--- src/rtl/edge_rx_pkg.sv ---
package edge_rx_pkg;

  typedef enum logic [1:0] {
    ST_IDLE = 2'd0,
    ST_WAIT = 2'd1,
    ST_BITS = 2'd2
  } rx_state_e;

  // Limit a requested length to the word width.
  function automatic int clamp_len(int req, int max_bits);
    return (req > max_bits) ? max_bits : req;
  endfunction

  // Window decision: strictly inside the open band (lo, hi).
  function automatic logic in_band(int cnt, int lo, int hi);
    return (cnt > lo) && (cnt < hi);
  endfunction

  // Saturating accumulate.
  function automatic int sat_add(int cnt, int inc, int sat);
    return (cnt + inc > sat) ? sat : cnt + inc;
  endfunction

  // Mask with the n lowest bits set.
  function automatic logic [63:0] low_ones(int n);
    if (n <= 0) return 64'd0;
    if (n >= 64) return {64{1'b1}};
    return (64'd1 << n) - 64'd1;
  endfunction

endpackage

--- src/rtl/rx_edge_sync.sv ---
module rx_edge_sync #(
  parameter int SYNC_STAGES = 2
) (
  input  logic clk,
  input  logic rst_n,
  input  logic async_i,
  output logic edge_o
);
  localparam int PIPE_W = SYNC_STAGES + 1;

  logic [PIPE_W-1:0] pipe_q;

  always_ff @(posedge clk or negedge rst_n) begin
    if (!rst_n) pipe_q <= '0;
    else        pipe_q <= {pipe_q[PIPE_W-2:0], async_i};
  end

  // Any change between the last synchronised level and the one before.
  assign edge_o = pipe_q[PIPE_W-1] ^ pipe_q[PIPE_W-2];
endmodule

--- src/rtl/window_edge_counter.sv ---
module window_edge_counter
  import edge_rx_pkg::*;
#(
  parameter int CNT_SAT = 63,
  localparam int CNT_W  = $clog2(CNT_SAT + 1)
) (
  input  logic             clk,
  input  logic             rst_n,
  input  logic             en_i,
  input  logic             edge_i,
  input  logic             clr_i,
  output logic [CNT_W-1:0] cnt_q_o,
  output logic [CNT_W-1:0] cnt_now_o
);
  logic [CNT_W-1:0] cnt_q;
  logic             inc;

  assign inc       = en_i & edge_i;
  assign cnt_now_o = CNT_W'(sat_add(int'(cnt_q), int'(inc), CNT_SAT));
  assign cnt_q_o   = cnt_q;

  always_ff @(posedge clk or negedge rst_n) begin
    if (!rst_n)     cnt_q <= '0;
    else if (clr_i) cnt_q <= '0;
    else            cnt_q <= cnt_now_o;
  end
endmodule

--- src/rtl/edge_count_rx.sv ---
module edge_count_rx
  import edge_rx_pkg::*;
#(
  parameter int WAIT_TICKS  = 490,
  parameter int BIT_TICKS   = 150,
  parameter int MAX_BITS    = 32,
  parameter int EDGE_LO     = 20,
  parameter int EDGE_HI     = 60,
  parameter int CNT_SAT     = 63,
  parameter int REQ_W       = 6,
  parameter int SYNC_STAGES = 2
) (
  input  logic                clk,
  input  logic                rst_n,
  input  logic                start_i,
  input  logic [REQ_W-1:0]    req_bits_i,
  input  logic                decrypt_en_i,
  input  logic [MAX_BITS-1:0] keystream_i,
  input  logic                rx_level_i,
  output logic [MAX_BITS-1:0] data_o,
  output logic                valid_o
);
  localparam int TMR_MAX = (WAIT_TICKS > BIT_TICKS) ? WAIT_TICKS : BIT_TICKS;
  localparam int TMR_W   = $clog2(TMR_MAX + 1);
  localparam int CNT_W   = $clog2(CNT_SAT + 1);
  localparam int IDX_W   = $clog2(MAX_BITS + 1);

  rx_state_e           state_q;
  logic [TMR_W-1:0]    tmr_q;
  logic [IDX_W-1:0]    idx_q;
  logic [IDX_W-1:0]    len_q;
  logic [MAX_BITS-1:0] acc_q;
  logic [MAX_BITS-1:0] data_q;
  logic                valid_q;

  // Named internal events, also used by the checker.
  logic                edge_pulse;
  logic [CNT_W-1:0]    cnt_q;
  logic [CNT_W-1:0]    cnt_now;
  logic                busy_w;
  logic                count_en_w;
  logic                accept_start;
  logic                wait_done;
  logic                win_end;
  logic                last_win;
  logic                frame_done;
  logic                win_bit;
  logic [IDX_W-1:0]    start_len;
  logic [63:0]         start_mask_w;
  logic [MAX_BITS-1:0] acc_flip;
  logic [MAX_BITS-1:0] acc_next;

  rx_edge_sync #(.SYNC_STAGES(SYNC_STAGES)) u_sync (
    .clk     (clk),
    .rst_n   (rst_n),
    .async_i (rx_level_i),
    .edge_o  (edge_pulse)
  );

  window_edge_counter #(.CNT_SAT(CNT_SAT)) u_cnt (
    .clk       (clk),
    .rst_n     (rst_n),
    .en_i      (count_en_w),
    .edge_i    (edge_pulse),
    .clr_i     (win_end),
    .cnt_q_o   (cnt_q),
    .cnt_now_o (cnt_now)
  );

  assign busy_w       = (state_q != ST_IDLE);
  assign count_en_w   = (state_q == ST_BITS);
  assign accept_start = (state_q == ST_IDLE) && start_i;
  assign wait_done    = (state_q == ST_WAIT) && (tmr_q == TMR_W'(WAIT_TICKS - 1));
  assign win_end      = (state_q == ST_BITS) && (tmr_q == TMR_W'(BIT_TICKS - 1));
  assign last_win     = win_end && (IDX_W'(idx_q + 1'b1) == len_q);
  assign frame_done   = (wait_done && (len_q == '0)) || last_win;
  assign win_bit      = in_band(int'(cnt_now), EDGE_LO, EDGE_HI);
  assign start_len    = IDX_W'(clamp_len(int'(req_bits_i), MAX_BITS));
  assign start_mask_w = low_ones(int'(start_len));
  assign acc_flip     = (win_end && win_bit) ? (MAX_BITS'(1) << idx_q) : '0;
  assign acc_next     = acc_q ^ acc_flip;

  always_ff @(posedge clk or negedge rst_n) begin
    if (!rst_n) begin
      state_q <= ST_IDLE;
      tmr_q   <= '0;
      idx_q   <= '0;
      len_q   <= '0;
      acc_q   <= '0;
    end else begin
      unique case (state_q)
        ST_IDLE: begin
          if (accept_start) begin
            len_q   <= start_len;
            acc_q   <= decrypt_en_i ? (keystream_i & start_mask_w[MAX_BITS-1:0]) : '0;
            tmr_q   <= '0;
            idx_q   <= '0;
            state_q <= ST_WAIT;
          end
        end
        ST_WAIT: begin
          if (wait_done) begin
            tmr_q   <= '0;
            state_q <= (len_q == '0) ? ST_IDLE : ST_BITS;
          end else begin
            tmr_q <= tmr_q + 1'b1;
          end
        end
        ST_BITS: begin
          if (win_end) begin
            tmr_q <= '0;
            acc_q <= acc_next;
            if (last_win) state_q <= ST_IDLE;
            else          idx_q   <= idx_q + 1'b1;
          end else begin
            tmr_q <= tmr_q + 1'b1;
          end
        end
        default: state_q <= ST_IDLE;
      endcase
    end
  end

  always_ff @(posedge clk or negedge rst_n) begin
    if (!rst_n) begin
      data_q  <= '0;
      valid_q <= 1'b0;
    end else begin
      valid_q <= frame_done;
      if (frame_done) data_q <= acc_next;
    end
  end

  assign data_o  = data_q;
  assign valid_o = valid_q;
endmodule

--- config.mk ---
export PLATFORM = sky130hd
export DESIGN_NAME = edge_count_rx
export DESIGN_NICKNAME = d
export VERILOG_FILES = /design/src/rtl/edge_rx_pkg.sv /design/src/rtl/rx_edge_sync.sv /design/src/rtl/window_edge_counter.sv /design/src/rtl/edge_count_rx.sv
export SDC_FILE = /design/constraint.sdc
export NUM_CORES = 1
export LEC_CHECK = 0
export ABC_AREA = 1
export ABC_CLOCK_PERIOD_IN_PS = 2900
export BUFFER_PORTS_ARGS = -buffer_cell sky130_fd_sc_hd__clkbuf_2
export CORE_UTILIZATION = 49
export CTS_BUF_LIST = sky130_fd_sc_hd__clkbuf_16
export DETAILED_ROUTE_END_ITERATION = 6
export PLACE_DENSITY = 0.71
export SLEW_MARGIN = 20
export SYNTH_ARGS = -nofsm -noshare
export SYNTH_HDL_FRONTEND = slang
export SYNTH_SLANG_ARGS = --single-unit
--- constraint.sdc ---
create_clock -name clk -period 2.9 [get_ports clk]
set_clock_uncertainty 0.05 [all_clocks]
set_input_delay 0.29 -clock clk [delete_from_list [all_inputs] [get_ports clk]]
set_output_delay 0.29 -clock clk [all_outputs]
set_load 0.05 [all_outputs]
==> flow_summary.ini, run 1 <==
[floorplan]
start_util_pct = 51.1
fp.dieH_um = 120
io_pins = 76
num_rows = 42
die_area_sq_um = 14500
fp.dieW_um = 120
coreArea_sq_um = 13500

[routing]
drt_wl_total_mm = 20.1
avgViaCountPerCell = 5.40
wl_per_cell_um = 15.3
drc = 0
ant_nets = 0
drtIter0Drc = 554
firstDrtPassIters = 5
vias = 7067

[clocking]
cts_tree = built
clk_path_buf_depth = 2
path_clk_slew_ps = 70
clockRootBuffer = clkbuf_16
cts_inserted_buffers = 9
clock_sinks = 97
clk_latency_ps = 360
htreeDepth = 3

[grt]
grt.total_usage_pct = 28.4
busiest_layer = met2
antenna_found_initial = 0
grt_max_degree = 51
overflow = 0
grtUsageMet1_pct = 39.4
grt_pass1_vias = 6428
grt_use_met2_pct = 43.8
grt_use_met3_pct = 4.15
grt_pass1_wl_mm = 32.0

[critical_path]
crit_top_cell = nand2_1
cp-startpoint = state_q[0]
crit_path_start_kind = flip-flop
crit_required_ps = 3100
path_delay_family = simple AND/OR/NAND/NOR gates
slowest_delay_ps = 420
worstPathArrival_ps = 2980
cp.buffers_inverters = 4
path_class = reg -> reg
rr_startpoint = state_q[0]
cp-end-kind = flip-flop
path_cells = inv_2 -> ha_4 -> inv_2 -> nor2_2 -> ha_2 -> buf_6 -> nand3_4 -> nor2_4 -> nand2_1 -> nand2_1 -> nand2_2 -> nand2_2 -> nor2_4 -> nor2_4 -> and2_4 -> clkbuf_16 -> nand2_2 -> nand2_2 -> nand2_2 -> nand2_1 -> nand2_1 -> nand2_1 -> nand2_1
slowest_stage = dfrtp_1
critPathMaxFanout = 8

[min_path]
min_from = req_bits_i[0]
hold_class = in -> reg

[yosys]
seq_area_frac_synth_pct = 35.3
synthesis.nets = 1099
synthArstFlopShare_pct = 100
synth_warnings = 0
synth_edf_count = 0
synth_area_per_cell_sq_um = 6.61
ys_ff_latch = 97
syn_area_sq_um = 6880
ys_types = 46
synth-main-ff-cell = dfrtp_1
netlist_instances = 1041

[sta]
period_share_pct = 95.8
final_max_slew_viol_count = 0
finalHoldViolations = 0
setup_viol = 0
max_slew_margin_pct = 55.0
final.setup.worst_slack_ps = 122
max_freq_mhz = 360
hold_ws_ps = 206
rsz0062_at_grt = yes
max_slew.worst_pin.slew_ps = 674
fin_crit_ps = 2780

[power]
seq_power_share_pct = 36.3
power_frac_clock_pct = 25.4
p_leak_nw = 4.44
swShare_pct = 39.3
internal_power_mw = 3.25
p_sw_mw = 2.11
ir_worst_vdd_mv = 0.368
cellPowerDensity_nw_per_um2 = 665
finalPower_mw = 5.36
pwr-share-comb_pct = 38.2

[placement]
port_buffers = 75
dpl.hpwl_mm = 14.9
placed_area_sq_um = 7460
place_inst = 1279
place_congestion = 0.987
dp_slack_ps = 51.0

[finish]
final_nets = 1186
fillers = 1294
drive_gt1_share_pct = 17.2
num_antenna_cells = 0
area_growth_pct = 17.1
final_area_sq_um = 8060
instances_no_fill = 1309

[outcome]
outcome = complete, no violations

[run]
cap_violations = 0
==> layout by cell type (no fill, tap or decap), types with 3 or more instances in the layout <==
master	Yosys	final
nand2_1	392	375
nor2_1	124	122
inv_1	98	97
dfrtp_1	97	97
clkbuf_2	0	74
nand3_1	71	70
nand4_1	46	46
buf_4	6	32
a21oi_1	26	26
nand3b_1	24	24
nand2_2	7	23
o21ai_0	18	18
nor3_1	12	12
ha_1	15	12
clkbuf_16	0	11
inv_2	6	8
xor2_1	7	7
a21oi_2	7	7
xnor2_1	5	5
nor2_2	4	5
nand3_2	5	5
o22ai_1	5	5
clkinv_1	2	4
nor2_4	2	3
o2111ai_1	3	3
bufinv_16	0	3
buf_6	4	3
==> final timing paths <==
path,slack [ps],cells after the start,to
hold / removal,210,3,len_q[0]
max in group asynchronous,1660,3,data_o[25]
min in group asynchronous,430,2,tmr_q[7]
setup / recovery,120,23,acc_q[17]
hold reg to reg,310,0,u_sync.pipe_q[1]
setup reg to reg,120,23,acc_q[17]
==> state kept, by name (all words and copies together), names as in the netlist <==
signal / cells
acc_q: 32
data_o: 32
idx_q: 6
len_q: 6
state_q: 2
tmr_q: 9
u_cnt.cnt_q_o: 6
u_sync.pipe_q: 3
valid_o: 1
==> cells in the mapped netlist (2+ instances only) <==
cell type	n	area (sq um)
a21oi_1	26	130
a21oi_2	7	61.3
a31oi_1	2	12.5
and2_1	2	12.5
and3_1	2	12.5
buf_2	18	90.1
buf_4	6	45.0
buf_6	4	45.0
buf_8	2	30.0
clkbuf_1	10	37.5
clkinv_1	2	7.51
dfrtp_1	97	2430
ha_1	15	188
inv_1	98	368
inv_2	6	22.5
nand2_1	392	1470
nand2_2	7	43.8
nand3_1	71	355
nand3_2	5	50.1
nand3b_1	24	180
nand4_1	46	288
nor2_1	124	465
nor2_2	4	25.0
nor2_4	2	22.5
nor3_1	12	60.1
o2111ai_1	3	26.3
o21ai_0	18	90.1
o21ai_2	3	26.3
o22ai_1	5	31.3
o31ai_1	2	15.0
xnor2_1	5	43.8
xor2_1	7	61.3
==> metal layers <==
layer  share of wire [%]  up-vias
met5                   0        -
met4                 3.2        0
met3                 6.4       43
met2                  44      258
met1                  46     3261
li1                    -     3505
==> power by group through the flow <==
stage	Clock [mW]	Combinational (mW)	Sequential, mW
global route	1.43	2.32	1.99
CTS	1.37	1.96	1.92
detailed placement	0	1.94	1.95
global placement	0	1.91	1.93
floorplan	0	1.43	1.89
finish	1.36	2.05	1.95
==> worst register-to-register path: cells and delay by family (launching register included) <==
kind | cells | cell delay [ps]
buf+inv | 4 | 430
flops | 1 | 420
simple gates | 17 | 1410
fa+ha+maj | 2 | 350
==> kinds of logic (layout without fill, tap and decap cells) <==
| group | Yosys count | in the layout | share of synthesized area [%] |
|---|---|---|---|
| flip-flops | 97 | 97 | 35.3 |
| AO/OA/AOI/OAI | 70 | 70 | 6.13 |
| XOR/XNOR | 12 | 12 | 1.53 |
| multiplexers | 1 | 1 | 0.145 |
| adder cells (fa/ha/maj) | 15 | 15 | 2.73 |
| AND/OR/NAND/NOR | 698 | 699 | 44.6 |
| buffers and inverters | 148 | 239 | 9.60 |
==> stage by stage <==
stage          util [%]  setup TNS [ps]
4_1_cts            58.1               0
6_report           59.9               0
3_5_place_dp       55.4               0
2_1_floorplan         -               0
3_3_place_gp       55.4               0
5_1_grt            59.9            -398
==> layout make-up <==
type,instances,area [sq um],share of cell area [%]
timing repair buffer,115,754,9.36
tap,176,220,2.73
inverter,108,413,5.12
clock buffer,9,225,2.80
sequential,97,2430,30.1
multi-input combinational,797,3910,48.5
clock inverter,7,110,1.37
==> timing repair <==
| action | 4_1_cts | 5_1_grt |
|---|---|---|
| gates resized for setup | 1 | 35 |
| setup buffers | 0 | 9 |
| pin swaps | 1 | 21 |
| hold endpoints to repair | 48 | 0 |
| endpoints found under the setup margin | 1 | 44 |
| gates cloned | 0 | 3 |
| hold buffers | 2 | 0 |
No activity file was read; power rests on OpenSTA's default activity.
==> run 2: changes to the inputs <==
--- a/config.mk
+++ b/config.mk
@@ -11,8 +11,9 @@
 export CORE_UTILIZATION = 49
 export CTS_BUF_LIST = sky130_fd_sc_hd__clkbuf_16
 export DETAILED_ROUTE_END_ITERATION = 6
-export PLACE_DENSITY = 0.71
+export PLACE_DENSITY = 0.72
 export SLEW_MARGIN = 20
 export SYNTH_ARGS = -nofsm -noshare
 export SYNTH_HDL_FRONTEND = slang
+export SYNTH_HIERARCHICAL = 1
 export SYNTH_SLANG_ARGS = --single-unit
==> flow_summary.ini, run 2 <==
[outcome]
outcome = complete, no violations

[floorplan]
start_util_pct = 50.9
io_pins = 76
fp.dieW_um = 117
num_rows = 41
fp.dieH_um = 117
die_area_sq_um = 13800
coreArea_sq_um = 12800

[yosys]
syn_area_sq_um = 6520
ys_types = 46
synth_warnings = 6
ys_ff_latch = 97
synthArstFlopShare_pct = 100
yosysTopAreaCell = dfrtp_1
yosysTopAreaCellShare_pct = 37.2
synth-main-ff-cell = dfrtp_1
seq_area_frac_synth_pct = 37.2
synth_commonest_cells = nand2_1, nor2_1, dfrtp_1
netlist_instances = 922
synth_edf_count = 0
synthesis.nets = 980
yosysMostFrequentCell = nand2_1
synth_area_leaders = dfrtp_1, nand2_1, nor2_1
synth_area_per_cell_sq_um = 7.08

[grt]
antenna_found_initial = 0
grt_max_degree = 53
overflow = 0
grt_pass1_wl_mm = 29.0
grt_pass1_vias = 5817
grt.total_usage_pct = 26.4

[finish]
final_common_cell = nand2_1
area_growth_pct = 16.3
final_area_sq_um = 7590
final_nets = 1059
num_antenna_cells = 0
layout_common_cells = nand2_1, nor2_1, dfrtp_1
drive_gt1_share_pct = 18.3

[critical_path]
path_class = reg -> reg
crit_required_ps = 3120
rrSetupSlack_ps = 240
rr_worst_depth = 21
crit_path_start_kind = flip-flop
cp-end-kind = flip-flop
slowest_delay_ps = 350
crit_top_cell = nand2_1
path_cells = inv_2 -> ha_2 -> nand2_1 -> inv_1 -> ha_4 -> ha_4 -> nand2_1 -> inv_2 -> nor2_2 -> nand2_1 -> nand2_1 -> inv_1 -> a21oi_1 -> nand2_1 -> nand3_2 -> inv_2 -> clkbuf_16 -> nand2_1 -> xor2_2 -> a21oi_1 -> a21oi_1
slowest_stage = dfrtp_1
worstPathArrival_ps = 2890
critPathMaxFanout = 10

[placement]
port_buffers = 75
dpl.hpwl_mm = 13.2
placed_area_sq_um = 7090
place_congestion = 1.02

[min_path]
whs_path_depth = 3
hold_class = in -> reg

[routing]
drtIter0Drc = 473
firstDrtPassIters = 7
avgViaCountPerCell = 5.32
drt_wl_total_mm = 17.6
wl_per_cell_um = 15.0
ant_nets = 0
vias = 6266
drc = 0

[sta]
rsz0062_at_grt = no
final_max_slew_viol_count = 0
period_share_pct = 91.8
max_slew.worst_pin.slew_ps = 615
max_freq_mhz = 375
fin_setup_tns_ps = 0
finalHoldViolations = 0
fin_crit_ps = 2660
setup_viol = 0
max_slew_margin_pct = 59.0

[power]
ir_worst_vdd_mv = 0.318
p_leak_nw = 3.93
cellPowerDensity_nw_per_um2 = 712

[clocking]
cts_inserted_buffers = 9
clk_path_buf_depth = 2
clk_latency_ps = 350
clockRootBuffer = clkbuf_16
htreeDepth = 3
cts_tree = built
path_clk_slew_ps = 60
clock_sinks = 97

[run]
cap_violations = 0
[run 2: cell types whose count changed after synthesis, moves of 6 or more]
cell | previous run | this run
nor2_1 | 124 | 115
a21oi_1 | 26 | 59
nor4_1 | 0 | 6
a21oi_2 | 7 | 1
nand3b_1 | 24 | 7
nand3_1 | 71 | 53
inv_2 | 6 | 13
nor3_1 | 12 | 25
nand4_1 | 46 | 28
buf_2 | 18 | 8
xor2_1 | 7 | 36
nand2_1 | 392 | 252
a31oi_1 | 2 | 8
[run 2: stage by stage]
step,std cells,hold WS [ps],setup WS (ps),power (mW),util (%)
2_1_floorplan,922,-55.6,255,3.47,-
3_3_place_gp,1156,284,166,4.00,55.3
3_5_place_dp,1156,291,117,4.05,55.3
4_1_cts,1173,152,79.0,5.32,57.8
5_1_grt,1177,184,0.00200,5.81,59.2
6_report,1177,155,236,5.40,59.2
[run 2: repair_timing]
item,CTS,global route
endpoints found under the setup margin,0,63
gates resized for setup,0,25
hold buffers,2,0
endpoints found under the hold margin,46,0
buffers inserted,0,3
[run 2: area by class of cell]
class,instances,area (sq um)
Clock buffer,9,225
Clock inverter,6,85.1
Fill cell,1225,5240
Inverter,110,423
Multi-Input combinational cell,680,3580
Sequential cell,97,2430
Tap cell,172,215
Timing Repair Buffer,103,636
[run 2: cells by family (layout without fill, tap and decap cells)]
| family | count (synthesis) | in the layout | share of synthesized area, % |
|---|---|---|---|
| compound gates | 102 | 102 | 8.59 |
| flops | 97 | 97 | 37.2 |
| buf+inv | 145 | 228 | 9.86 |
| fa+ha+maj | 15 | 15 | 2.88 |
| xor+xnor | 42 | 42 | 5.64 |
| simple gates | 521 | 521 | 35.8 |
[run 2: per-layer routing]
layer	vias up	track usage, %	wire, um
li1	3108	-	-
met1	2921	38.5	8280
met2	210	39.8	7790
met3	27	3.99	1210
met4	0	9.01	325
met5	-	0	0
[run 2: worst max-delay path: cells and delay by family (launching register included)]
family / cells / cell delay [ps]
XOR/XNOR: 1 / 180
AO/OA/AOI/OAI: 3 / 350
adder cells (fa/ha/maj): 3 / 500
AND/OR/NAND/NOR: 8 / 710
flip-flops: 1 / 350
buffers and inverters: 6 / 460
[run 2: where the power goes]
group,total [mW],switching (mW),internal (mW),leakage [nW]
logic,2.21,1.38,0.827,2.51
clock network,1.26,0.510,0.747,0.153
registers,1.94,0.235,1.70,1.27
total,5.40,2.13,3.28,3.93
[run 2: final timing paths]
kind / start / endpoint
max: state_q[0] / acc_q[24]
max reg2reg: state_q[0] / acc_q[24]
min reg2reg: u_sync/pipe_q[0] / u_sync/pipe_q[1]
min in group asynchronous: rst_n / data_o[2]
max in group asynchronous: rst_n / data_o[29]
min: keystream_i[6] / acc_q[6]
